$ cat config.mk
export PLATFORM = sky130hd
export DESIGN_NAME = sector_erase_sequencer
export DESIGN_NICKNAME = d
export VERILOG_FILES = /design/src/rtl/esq_pkg.sv /design/src/rtl/esq_range_check.sv /design/src/rtl/esq_bus_port.sv /design/src/rtl/esq_timer.sv /design/src/rtl/sector_erase_sequencer.sv
export SDC_FILE = /design/constraint.sdc
export NUM_CORES = 1
export LEC_CHECK = 0
export ABC_AREA = 1
export CAP_MARGIN = 15
export CORE_MARGIN = 1.5
export CORE_UTILIZATION = 25
export CTS_CLUSTER_DIAMETER = 80
export DETAILED_ROUTE_END_ITERATION = 8
export GPL_TIMING_DRIVEN = 0
export PLACE_DENSITY = 0.44
export RECOVER_POWER = 50
export SLEW_MARGIN = 20
export SYNTH_ARGS = -nofsm -noshare
export SYNTH_HDL_FRONTEND = slang
export SYNTH_SLANG_ARGS = --single-unit
export TNS_END_PERCENT = 50
$ cat constraint.sdc
create_clock -name clk -period 2.6 [get_ports clk]
set_input_delay 0.65 -clock clk [delete_from_list [all_inputs] [get_ports clk]]
set_output_delay 0.65 -clock clk [all_outputs]
set_load 0.02 [all_outputs]
$ cat src/rtl/esq_pkg.sv
package esq_pkg;

  typedef enum logic [2:0] {
    S_IDLE,
    S_UNLOCK,
    S_MARK,
    S_SETTLE,
    S_POLL,
    S_GRP_RST,
    S_END_RST
  } esq_state_e;

  localparam logic [1:0] ERR_NONE  = 2'd0;
  localparam logic [1:0] ERR_RANGE = 2'd1;
  localparam logic [1:0] ERR_TMO   = 2'd2;

  localparam logic [7:0] CMD_SECT_ERASE = 8'h30;
  localparam logic [7:0] CMD_READ_MODE  = 8'hF0;
  localparam logic [2:0] UNLOCK_LAST    = 3'd4;

  // preamble word offsets from the bank base, step 0..4
  function automatic logic [11:0] unlock_off(input logic [2:0] step);
    case (step)
      3'd1, 3'd4: unlock_off = 12'h2AA;
      default:    unlock_off = 12'h555;
    endcase
  endfunction

  // preamble data bytes, step 0..4
  function automatic logic [7:0] unlock_dat(input logic [2:0] step);
    case (step)
      3'd0, 3'd3: unlock_dat = 8'hAA;
      3'd1, 3'd4: unlock_dat = 8'h55;
      default:    unlock_dat = 8'h80;
    endcase
  endfunction

endpackage

$ cat src/rtl/esq_range_check.sv
module esq_range_check #(
  parameter int NUM_SECT = 16,
  parameter int SIW      = 6,
  parameter int CNT_W    = 5
) (
  input  logic [SIW-1:0]      first_i,
  input  logic [SIW-1:0]      last_i,
  input  logic [NUM_SECT-1:0] protect_i,
  output logic                valid_o,
  output logic [CNT_W-1:0]    count_o
);

  localparam logic signed [SIW-1:0] TOP_IDX = SIW'(NUM_SECT - 1);

  logic signed [SIW-1:0] f_s;
  logic signed [SIW-1:0] l_s;
  logic [NUM_SECT-1:0]   in_rng;

  assign f_s = $signed(first_i);
  assign l_s = $signed(last_i);

  assign valid_o = (f_s >= 0) && (f_s <= l_s) && (l_s <= TOP_IDX);

  for (genvar g = 0; g < NUM_SECT; g++) begin : g_win
    localparam logic signed [SIW-1:0] GI = SIW'(g);
    assign in_rng[g] = (f_s <= GI) && (GI <= l_s) && protect_i[g];
  end

  always_comb begin
    count_o = '0;
    for (int i = 0; i < NUM_SECT; i++) begin
      count_o = count_o + CNT_W'(in_rng[i]);
    end
  end

endmodule

$ cat src/rtl/esq_bus_port.sv
module esq_bus_port #(
  parameter int AW = 24,
  parameter int DW = 16
) (
  input  logic          clk,
  input  logic          rst_n,
  input  logic          cmd_valid_i,
  input  logic          cmd_we_i,
  input  logic [AW-1:0] cmd_addr_i,
  input  logic [DW-1:0] cmd_data_i,
  output logic          cmd_done_o,
  output logic          bus_req_o,
  output logic          bus_we_o,
  output logic [AW-1:0] bus_addr_o,
  output logic [DW-1:0] bus_wdata_o,
  input  logic          bus_ack_i
);

  logic          req_q, req_d;
  logic          we_q;
  logic [AW-1:0] addr_q;
  logic [DW-1:0] data_q;
  logic          launch;

  assign launch     = cmd_valid_i & ~req_q;
  assign cmd_done_o = req_q & bus_ack_i;

  always_comb begin
    req_d = req_q;
    if (launch)          req_d = 1'b1;
    else if (cmd_done_o) req_d = 1'b0;
  end

  always_ff @(posedge clk or negedge rst_n) begin
    if (!rst_n) begin
      req_q  <= 1'b0;
      we_q   <= 1'b0;
      addr_q <= '0;
      data_q <= '0;
    end else begin
      req_q <= req_d;
      if (launch) begin
        we_q   <= cmd_we_i;
        addr_q <= cmd_addr_i;
        data_q <= cmd_data_i;
      end
    end
  end

  assign bus_req_o   = req_q;
  assign bus_we_o    = we_q;
  assign bus_addr_o  = addr_q;
  assign bus_wdata_o = data_q;

endmodule

$ cat src/rtl/esq_timer.sv
module esq_timer #(
  parameter int W = 16
) (
  input  logic         clk,
  input  logic         rst_n,
  input  logic         load_i,
  input  logic [W-1:0] val_i,
  output logic         expired_o
);

  logic [W-1:0] cnt_q, cnt_d;
  logic         cnt_en;

  assign cnt_en = load_i | (cnt_q != '0);

  always_comb begin
    if (load_i) cnt_d = val_i;
    else        cnt_d = cnt_q - W'(1);
  end

  always_ff @(posedge clk or negedge rst_n) begin
    if (!rst_n)      cnt_q <= '0;
    else if (cnt_en) cnt_q <= cnt_d;
  end

  assign expired_o = (cnt_q == '0);

endmodule

$ cat src/rtl/sector_erase_sequencer.sv
module sector_erase_sequencer #(
  parameter int                NUM_SECT   = 16,
  parameter int                ADDR_W     = 24,
  parameter int                DATA_W     = 16,
  parameter int                SECT_SHIFT = 16,
  parameter logic [ADDR_W-1:0] BANK_BASE  = '0,
  parameter int                GROUP_MAX  = 3,
  parameter int                SETUP_CYC  = 20000,
  parameter int                TMO_CYC    = 2500000
) (
  input  logic                            clk,
  input  logic                            rst_n,
  input  logic                            start_i,
  input  logic [$clog2(NUM_SECT)+1:0]     first_i,
  input  logic [$clog2(NUM_SECT)+1:0]     last_i,
  input  logic [NUM_SECT-1:0]             protect_i,
  output logic                            busy_o,
  output logic                            done_o,
  output logic [1:0]                      err_o,
  output logic [$clog2(NUM_SECT+1)-1:0]   prot_cnt_o,
  output logic                            bus_req_o,
  output logic                            bus_we_o,
  output logic [ADDR_W-1:0]               bus_addr_o,
  output logic [DATA_W-1:0]               bus_wdata_o,
  input  logic [DATA_W-1:0]               bus_rdata_i,
  input  logic                            bus_ack_i
);
  import esq_pkg::*;

  localparam int IDX_W  = $clog2(NUM_SECT);
  localparam int SIW    = IDX_W + 2;
  localparam int CNT_W  = $clog2(NUM_SECT + 1);
  localparam int GW     = $clog2(GROUP_MAX + 1);
  localparam int TMAX   = (SETUP_CYC > TMO_CYC) ? SETUP_CYC : TMO_CYC;
  localparam int TMR_W  = $clog2(TMAX + 1);
  localparam int RDY_BIT = 7;

  // state
  esq_state_e            st_q, st_d;
  logic [SIW-1:0]        sect_q, sect_d;
  logic [SIW-1:0]        last_q, last_d;
  logic [NUM_SECT-1:0]   prot_q, prot_d;
  logic [2:0]            step_q, step_d;
  logic [GW-1:0]         ss_q, ss_d;
  logic                  trig_q, trig_d;
  logic [IDX_W-1:0]      ltrig_q, ltrig_d;
  logic [1:0]            err_q, err_d;
  logic                  done_q, done_d;
  logic [CNT_W-1:0]      pc_q, pc_d;

  // datapath links
  logic                  rng_valid;
  logic [CNT_W-1:0]      rng_cnt;
  logic                  cmd_valid, cmd_we, cmd_done;
  logic [ADDR_W-1:0]     cmd_addr;
  logic [DATA_W-1:0]     cmd_data;
  logic                  tmr_load, tmr_exp;
  logic [TMR_W-1:0]      tmr_val;
  logic [SIW-1:0]        cur;
  logic [SIW-1:0]        nxt_sect;
  logic                  unused_rdata;

  assign unused_rdata = &{1'b0, bus_rdata_i};

  function automatic logic [ADDR_W-1:0] sect_addr(input logic [IDX_W-1:0] idx);
    sect_addr = BANK_BASE + (ADDR_W'(idx) << SECT_SHIFT);
  endfunction

  esq_range_check #(
    .NUM_SECT (NUM_SECT),
    .SIW      (SIW),
    .CNT_W    (CNT_W)
  ) u_range (
    .first_i   (first_i),
    .last_i    (last_i),
    .protect_i (protect_i),
    .valid_o   (rng_valid),
    .count_o   (rng_cnt)
  );

  esq_bus_port #(
    .AW (ADDR_W),
    .DW (DATA_W)
  ) u_port (
    .clk         (clk),
    .rst_n       (rst_n),
    .cmd_valid_i (cmd_valid),
    .cmd_we_i    (cmd_we),
    .cmd_addr_i  (cmd_addr),
    .cmd_data_i  (cmd_data),
    .cmd_done_o  (cmd_done),
    .bus_req_o   (bus_req_o),
    .bus_we_o    (bus_we_o),
    .bus_addr_o  (bus_addr_o),
    .bus_wdata_o (bus_wdata_o),
    .bus_ack_i   (bus_ack_i)
  );

  esq_timer #(
    .W (TMR_W)
  ) u_timer (
    .clk       (clk),
    .rst_n     (rst_n),
    .load_i    (tmr_load),
    .val_i     (tmr_val),
    .expired_o (tmr_exp)
  );

  assign cur      = sect_q + SIW'(ss_q);
  assign nxt_sect = sect_q + SIW'(ss_q);

  // next-state logic
  always_comb begin
    st_d      = st_q;
    sect_d    = sect_q;
    last_d    = last_q;
    prot_d    = prot_q;
    step_d    = step_q;
    ss_d      = ss_q;
    trig_d    = trig_q;
    ltrig_d   = ltrig_q;
    err_d     = err_q;
    pc_d      = pc_q;
    done_d    = 1'b0;
    cmd_valid = 1'b0;
    cmd_we    = 1'b1;
    cmd_addr  = BANK_BASE;
    cmd_data  = '0;
    tmr_load  = 1'b0;
    tmr_val   = '0;

    case (st_q)
      S_IDLE: begin
        if (start_i) begin
          if (!rng_valid) begin
            err_d  = ERR_RANGE;
            pc_d   = '0;
            done_d = 1'b1;
          end else begin
            err_d  = ERR_NONE;
            pc_d   = rng_cnt;
            sect_d = first_i;
            last_d = last_i;
            prot_d = protect_i;
            step_d = '0;
            st_d   = S_UNLOCK;
          end
        end
      end

      S_UNLOCK: begin
        cmd_valid = 1'b1;
        cmd_addr  = BANK_BASE + ADDR_W'(unlock_off(step_q));
        cmd_data  = DATA_W'(unlock_dat(step_q));
        if (cmd_done) begin
          if (step_q == UNLOCK_LAST) begin
            step_d = '0;
            ss_d   = '0;
            trig_d = 1'b0;
            st_d   = S_MARK;
          end else begin
            step_d = step_q + 3'd1;
          end
        end
      end

      S_MARK: begin
        if ((ss_q == GW'(GROUP_MAX)) || ($signed(cur) > $signed(last_q))) begin
          tmr_load = 1'b1;
          tmr_val  = TMR_W'(SETUP_CYC);
          st_d     = S_SETTLE;
        end else if (prot_q[cur[IDX_W-1:0]]) begin
          ss_d = ss_q + GW'(1);
        end else begin
          cmd_valid = 1'b1;
          cmd_addr  = sect_addr(cur[IDX_W-1:0]);
          cmd_data  = DATA_W'(CMD_SECT_ERASE);
          if (cmd_done) begin
            trig_d  = 1'b1;
            ltrig_d = cur[IDX_W-1:0];
            ss_d    = ss_q + GW'(1);
          end
        end
      end

      S_SETTLE: begin
        if (tmr_exp) begin
          if (trig_q) begin
            tmr_load = 1'b1;
            tmr_val  = TMR_W'(TMO_CYC);
            st_d     = S_POLL;
          end else begin
            st_d = S_END_RST;
          end
        end
      end

      S_POLL: begin
        cmd_valid = 1'b1;
        cmd_we    = 1'b0;
        cmd_addr  = sect_addr(ltrig_q);
        if (cmd_done) begin
          if (bus_rdata_i[RDY_BIT]) begin
            st_d = S_GRP_RST;
          end else if (tmr_exp) begin
            err_d  = ERR_TMO;
            done_d = 1'b1;
            st_d   = S_IDLE;
          end
        end
      end

      S_GRP_RST: begin
        cmd_valid = 1'b1;
        cmd_data  = DATA_W'(CMD_READ_MODE);
        if (cmd_done) begin
          sect_d = nxt_sect;
          step_d = '0;
          st_d   = ($signed(nxt_sect) > $signed(last_q)) ? S_END_RST : S_UNLOCK;
        end
      end

      S_END_RST: begin
        cmd_valid = 1'b1;
        cmd_data  = DATA_W'(CMD_READ_MODE);
        if (cmd_done) begin
          done_d = 1'b1;
          st_d   = S_IDLE;
        end
      end

      default: st_d = S_IDLE;
    endcase
  end

  // registers
  always_ff @(posedge clk or negedge rst_n) begin
    if (!rst_n) begin
      st_q    <= S_IDLE;
      sect_q  <= '0;
      last_q  <= '0;
      prot_q  <= '0;
      step_q  <= '0;
      ss_q    <= '0;
      trig_q  <= 1'b0;
      ltrig_q <= '0;
      err_q   <= ERR_NONE;
      done_q  <= 1'b0;
      pc_q    <= '0;
    end else begin
      st_q    <= st_d;
      sect_q  <= sect_d;
      last_q  <= last_d;
      prot_q  <= prot_d;
      step_q  <= step_d;
      ss_q    <= ss_d;
      trig_q  <= trig_d;
      ltrig_q <= ltrig_d;
      err_q   <= err_d;
      done_q  <= done_d;
      pc_q    <= pc_d;
    end
  end

  assign busy_o     = (st_q != S_IDLE);
  assign done_o     = done_q;
  assign err_o      = err_q;
  assign prot_cnt_o = pc_q;

endmodule

==> impl_results.md <==
- Reg power frac: 0.231
- Crit Path Max Fanout: 3
- FF/Latch Area: between 2000 and 2500 µm²
- Synth async-reset ratio: 1.000
- Post-synth top area cell: dfrtp_1
- Gr usage total: 0.1473
- Routability cong.: roughly 0.88
- Cell Area, Synth: 5988 µm²
- Hold Path Depth: 2
- Leakage power: ~4 nW
- CTS Buffer Depth: 2
- # port buffers: 65
- R2R Path End: u_port.bus_addr_o[16]$_DFFE_PN0P_
- FF-to-FF Start: ss_q[1]$_DFFE_PN0P_
- Final hold viol count: 0
- HP Start: u_port.bus_addr_o[16]$_DFFE_PN0P_
- Max H-tree Level: 3
- PnR worst setup slack: -1666 ps
- Failing checks: capacitance limit, slew limit, setup timing
- DRC viols: 0
- Kind of end point of the critical path: flop
- Vias per cell: 4.352
- Ports: 99
- Multi-input gate area: approximately 3700 µm²
- Number of synthesized register bits: 85
- Max Freq: 0.2344 GHz
- Initial antenna violation count: 0
- Setup-failing EPs final: just over 50
- P_int: between 0.005 and 0.006 W
- Critical path class: in2reg
- Startpoint Class: input port
- Worst vdd ir: around 0.00044 V
- Die Y: 157.8 µm
- Top cell type's share of synthesized area: 0.3552
- Post-DRT Antenna Nets: 0
- RSZ-0062 raised after global routing: true
- Psw: between 0.004 and 0.005 W
- WL/cell: 13.89 µm
- DR vias: 5479
- Post-detail-place hpwl: around 13 mm
- Fillers: around 2.5k
- CTS tree: yes
- Switching portion of total power: 0.4520
- Leading post-synthesis cells by cell area: dfrtp_1, nand2_1, inv_1, ha_1, nor2_1
- Non-Filler Instances: between 1k and 1.5k
- Layout cells sized above 1: 0.2819
- Post-Place Cells: approximately 1.2k
- CP Data Arrival Time: around 4500 ps
- Grt ovf: 0
- Final hold slack: about 480 ps
- Clock Skews: ~8.1 ps
- Max-cap violations: 1
- Skew-Pair Late Insertion Delay: 360 ps
- Worst-path clk slew: 70 ps
- Root Buffer: clkbuf_16
- WP data required: 2850 ps
- Initial DRC Count: 250
- Max-slew violations: 38
- Largest net degree at the start of global routing: 50
- Core area: between 20000 and 25000 µm²
- Worst-Margin Slew: 2034 ps
- Count leader, synth: nand2_1
- Final nets: around 1.0k
- Row count: 56
- CTS Sinks: between 80 and 90
- Hold WC Path Type: reg2reg
- WHS Endpoint: u_port.bus_addr_o[16]$_DFFE_PN0P_
- Detailed Routing Iterations Pass 1: 4
- Starting Density: 0.2551
- Post-synth cell types: 49
- Crit share post-route: 1.641
- Die width: approximately 160 µm
- Die area: between 20000 and 25000 µm²
- N_diodes: 0
- Post-synth top cells: nand2_1, inv_1, dfrtp_1
- R2R Setup Slk: -230 ps
- Slew headroom: -0.3560
- Top FF cell, synth: dfrtp_1
- Post-Synthesis Cells: approximately 800
- Syn-to-layout area delta: 42.06%
- Comb pwr share: 0.621
- Power share of the clock group: 0.148
- Min cycle time layout: 4266 ps
- Register area share after synthesis: 0.3552
- Inserted Clock Buffers: 9
- Reg2Reg Depth: 18
- Synth Area per Inst: around 7.6 µm²
- First-pass GRT wire length: ~28 mm
- Hold bufs inserted after CTS: 0
- DP Worst Slack: -2686 ps
- Pwr/cell area: approximately 1200 nW/µm²
- Detailed Route WL: roughly 17 mm
- YS warnings: 0
- Vias in the first global route: 5360
- Run status: finished, violations left
- Post-synth EDFFs: 0
## layout make-up
type	instances	area share
tap	319	0.04692
clock inverter	7	0.01221
inverter	114	0.05486
buffer	42	0.03912
multi-input combinational	560	0.4352
sequential	85	0.2500
clock buffer	9	0.02647
timing repair buffer	123	0.1352
## worst max-delay path by stage
| stage | startpoint | end | slack (ps) | depth (start not counted) |
|---|---|---|---|---|
| 2_1_floorplan | first_i[5] | prot_cnt_o[1]$_DFFE_PN0P_ | -1740 | 14 |
| 3_3_place_gp | first_i[3] | prot_cnt_o[1]$_DFFE_PN0P_ | -2690 | 15 |
| 3_5_place_dp | first_i[3] | prot_cnt_o[1]$_DFFE_PN0P_ | -2690 | 15 |
| 4_1_cts | first_i[2] | prot_cnt_o[1]$_DFFE_PN0P_ | -1840 | 15 |
| 5_1_grt | last_i[3] | prot_cnt_o[1]$_DFFE_PN0P_ | -1800 | 16 |
| 6_report | last_i[3] | prot_cnt_o[1]$_DFFE_PN0P_ | -1670 | 16 |
## worst max-delay path, stage by stage
cell and delay [ps]:
buf_8 100, nor2_4 150, buf_4 130, inv_1 40
nor3_1 260, nor3_1 90, o311ai_1 110, fa_1 520
fa_1 520, fa_1 440, fa_1 500, fa_2 370
inv_2 70, fa_2 440, nand3_2 80, nand2_1 40
## cell families after synthesis
family          share of synthesized area
other cells                     0.0006262
flops                              0.3552
simple gates                       0.2921
compound gates                     0.1030
xor+xnor                          0.03636
fa+ha+maj                         0.08901
buf+inv                            0.1237
## flip-flops by register name (all words and copies together) (netlist names)
register	count
prot_q	16
ltrig_q	4
err_o	2
u_port.bus_req_o	1
sect_q	6
u_port.bus_wdata_o	6
u_timer.cnt_q	22
last_q	6
prot_cnt_o	5
trig_q	1
u_port.bus_addr_o	6
step_q	3
st_q	3
ss_q	2
u_port.bus_we_o	1
done_o	1
## power by group through the flow
stage	logic (W)	registers [W]	clock network, W
after floorplan	0.00315	0.00234	0
after global placement	0.00457	0.00229	0
after detailed placement	0.00459	0.00229	0
after CTS	0.00558	0.00227	0.00151
after global routing	0.00682	0.00237	0.00156
final	0.00614	0.00228	0.00146
## layout by cell type (no fill, tap or decap), types with 5 or more instances in the layout
cell type        netlist  routed
nand2_1              183     161
inv_1                109      90
dfrtp_1               85      85
buf_4                 33      75
nor2_1                77      66
clkdlybuf4s50_1        0      51
nand3_1               52      34
o21ai_0               35      27
nand2_2                7      23
ha_1                  25      21
a21oi_1               26      20
nand3_2                5      20
o21ai_1               16      20
buf_6                  3      19
conb_1                 1      17
inv_2                  2      16
nand4_1               15      15
nor2_4                 2      12
clkbuf_16              0      10
nor3_1                11      10
xnor2_1               11      10
xor2_1                12      10
buf_2                  3       8
fa_1                  11       8
nor2_2                 6       7
a21oi_2                0       6
o21ai_2                1       5
o211ai_1               5       5
## through the flow
stage,total power (W),utilization,area (µm²),setup TNS (ps)
3_5_place_dp,0.006879,0.3081,7232,-53430
5_1_grt,0.01074,0.3624,8507,-24690
4_1_cts,0.009352,0.3444,8084,-15250
3_3_place_gp,0.006860,0.3069,7203,-273950
2_1_floorplan,0.005492,-,6153,-8500
6_report,0.009887,0.3624,8507,-15560
## routing by layer
layer | vias to the layer above | global-route usage | share of wire
met4 | 0 | 0.05571 | 0.018
li1 | 2810 | - | -
met1 | 2515 | 0.1998 | 0.49
met3 | 20 | 0.02026 | 0.038
met2 | 134 | 0.2373 | 0.46
met5 | - | 0 | 0
## timing repair
action	CTS	global route
buffers inserted	35	21
gates resized for setup	137	66
pin swaps	42	47
setup endpoints to repair	82	80
cloned	1	0
Power figures use the tool's default switching activity.
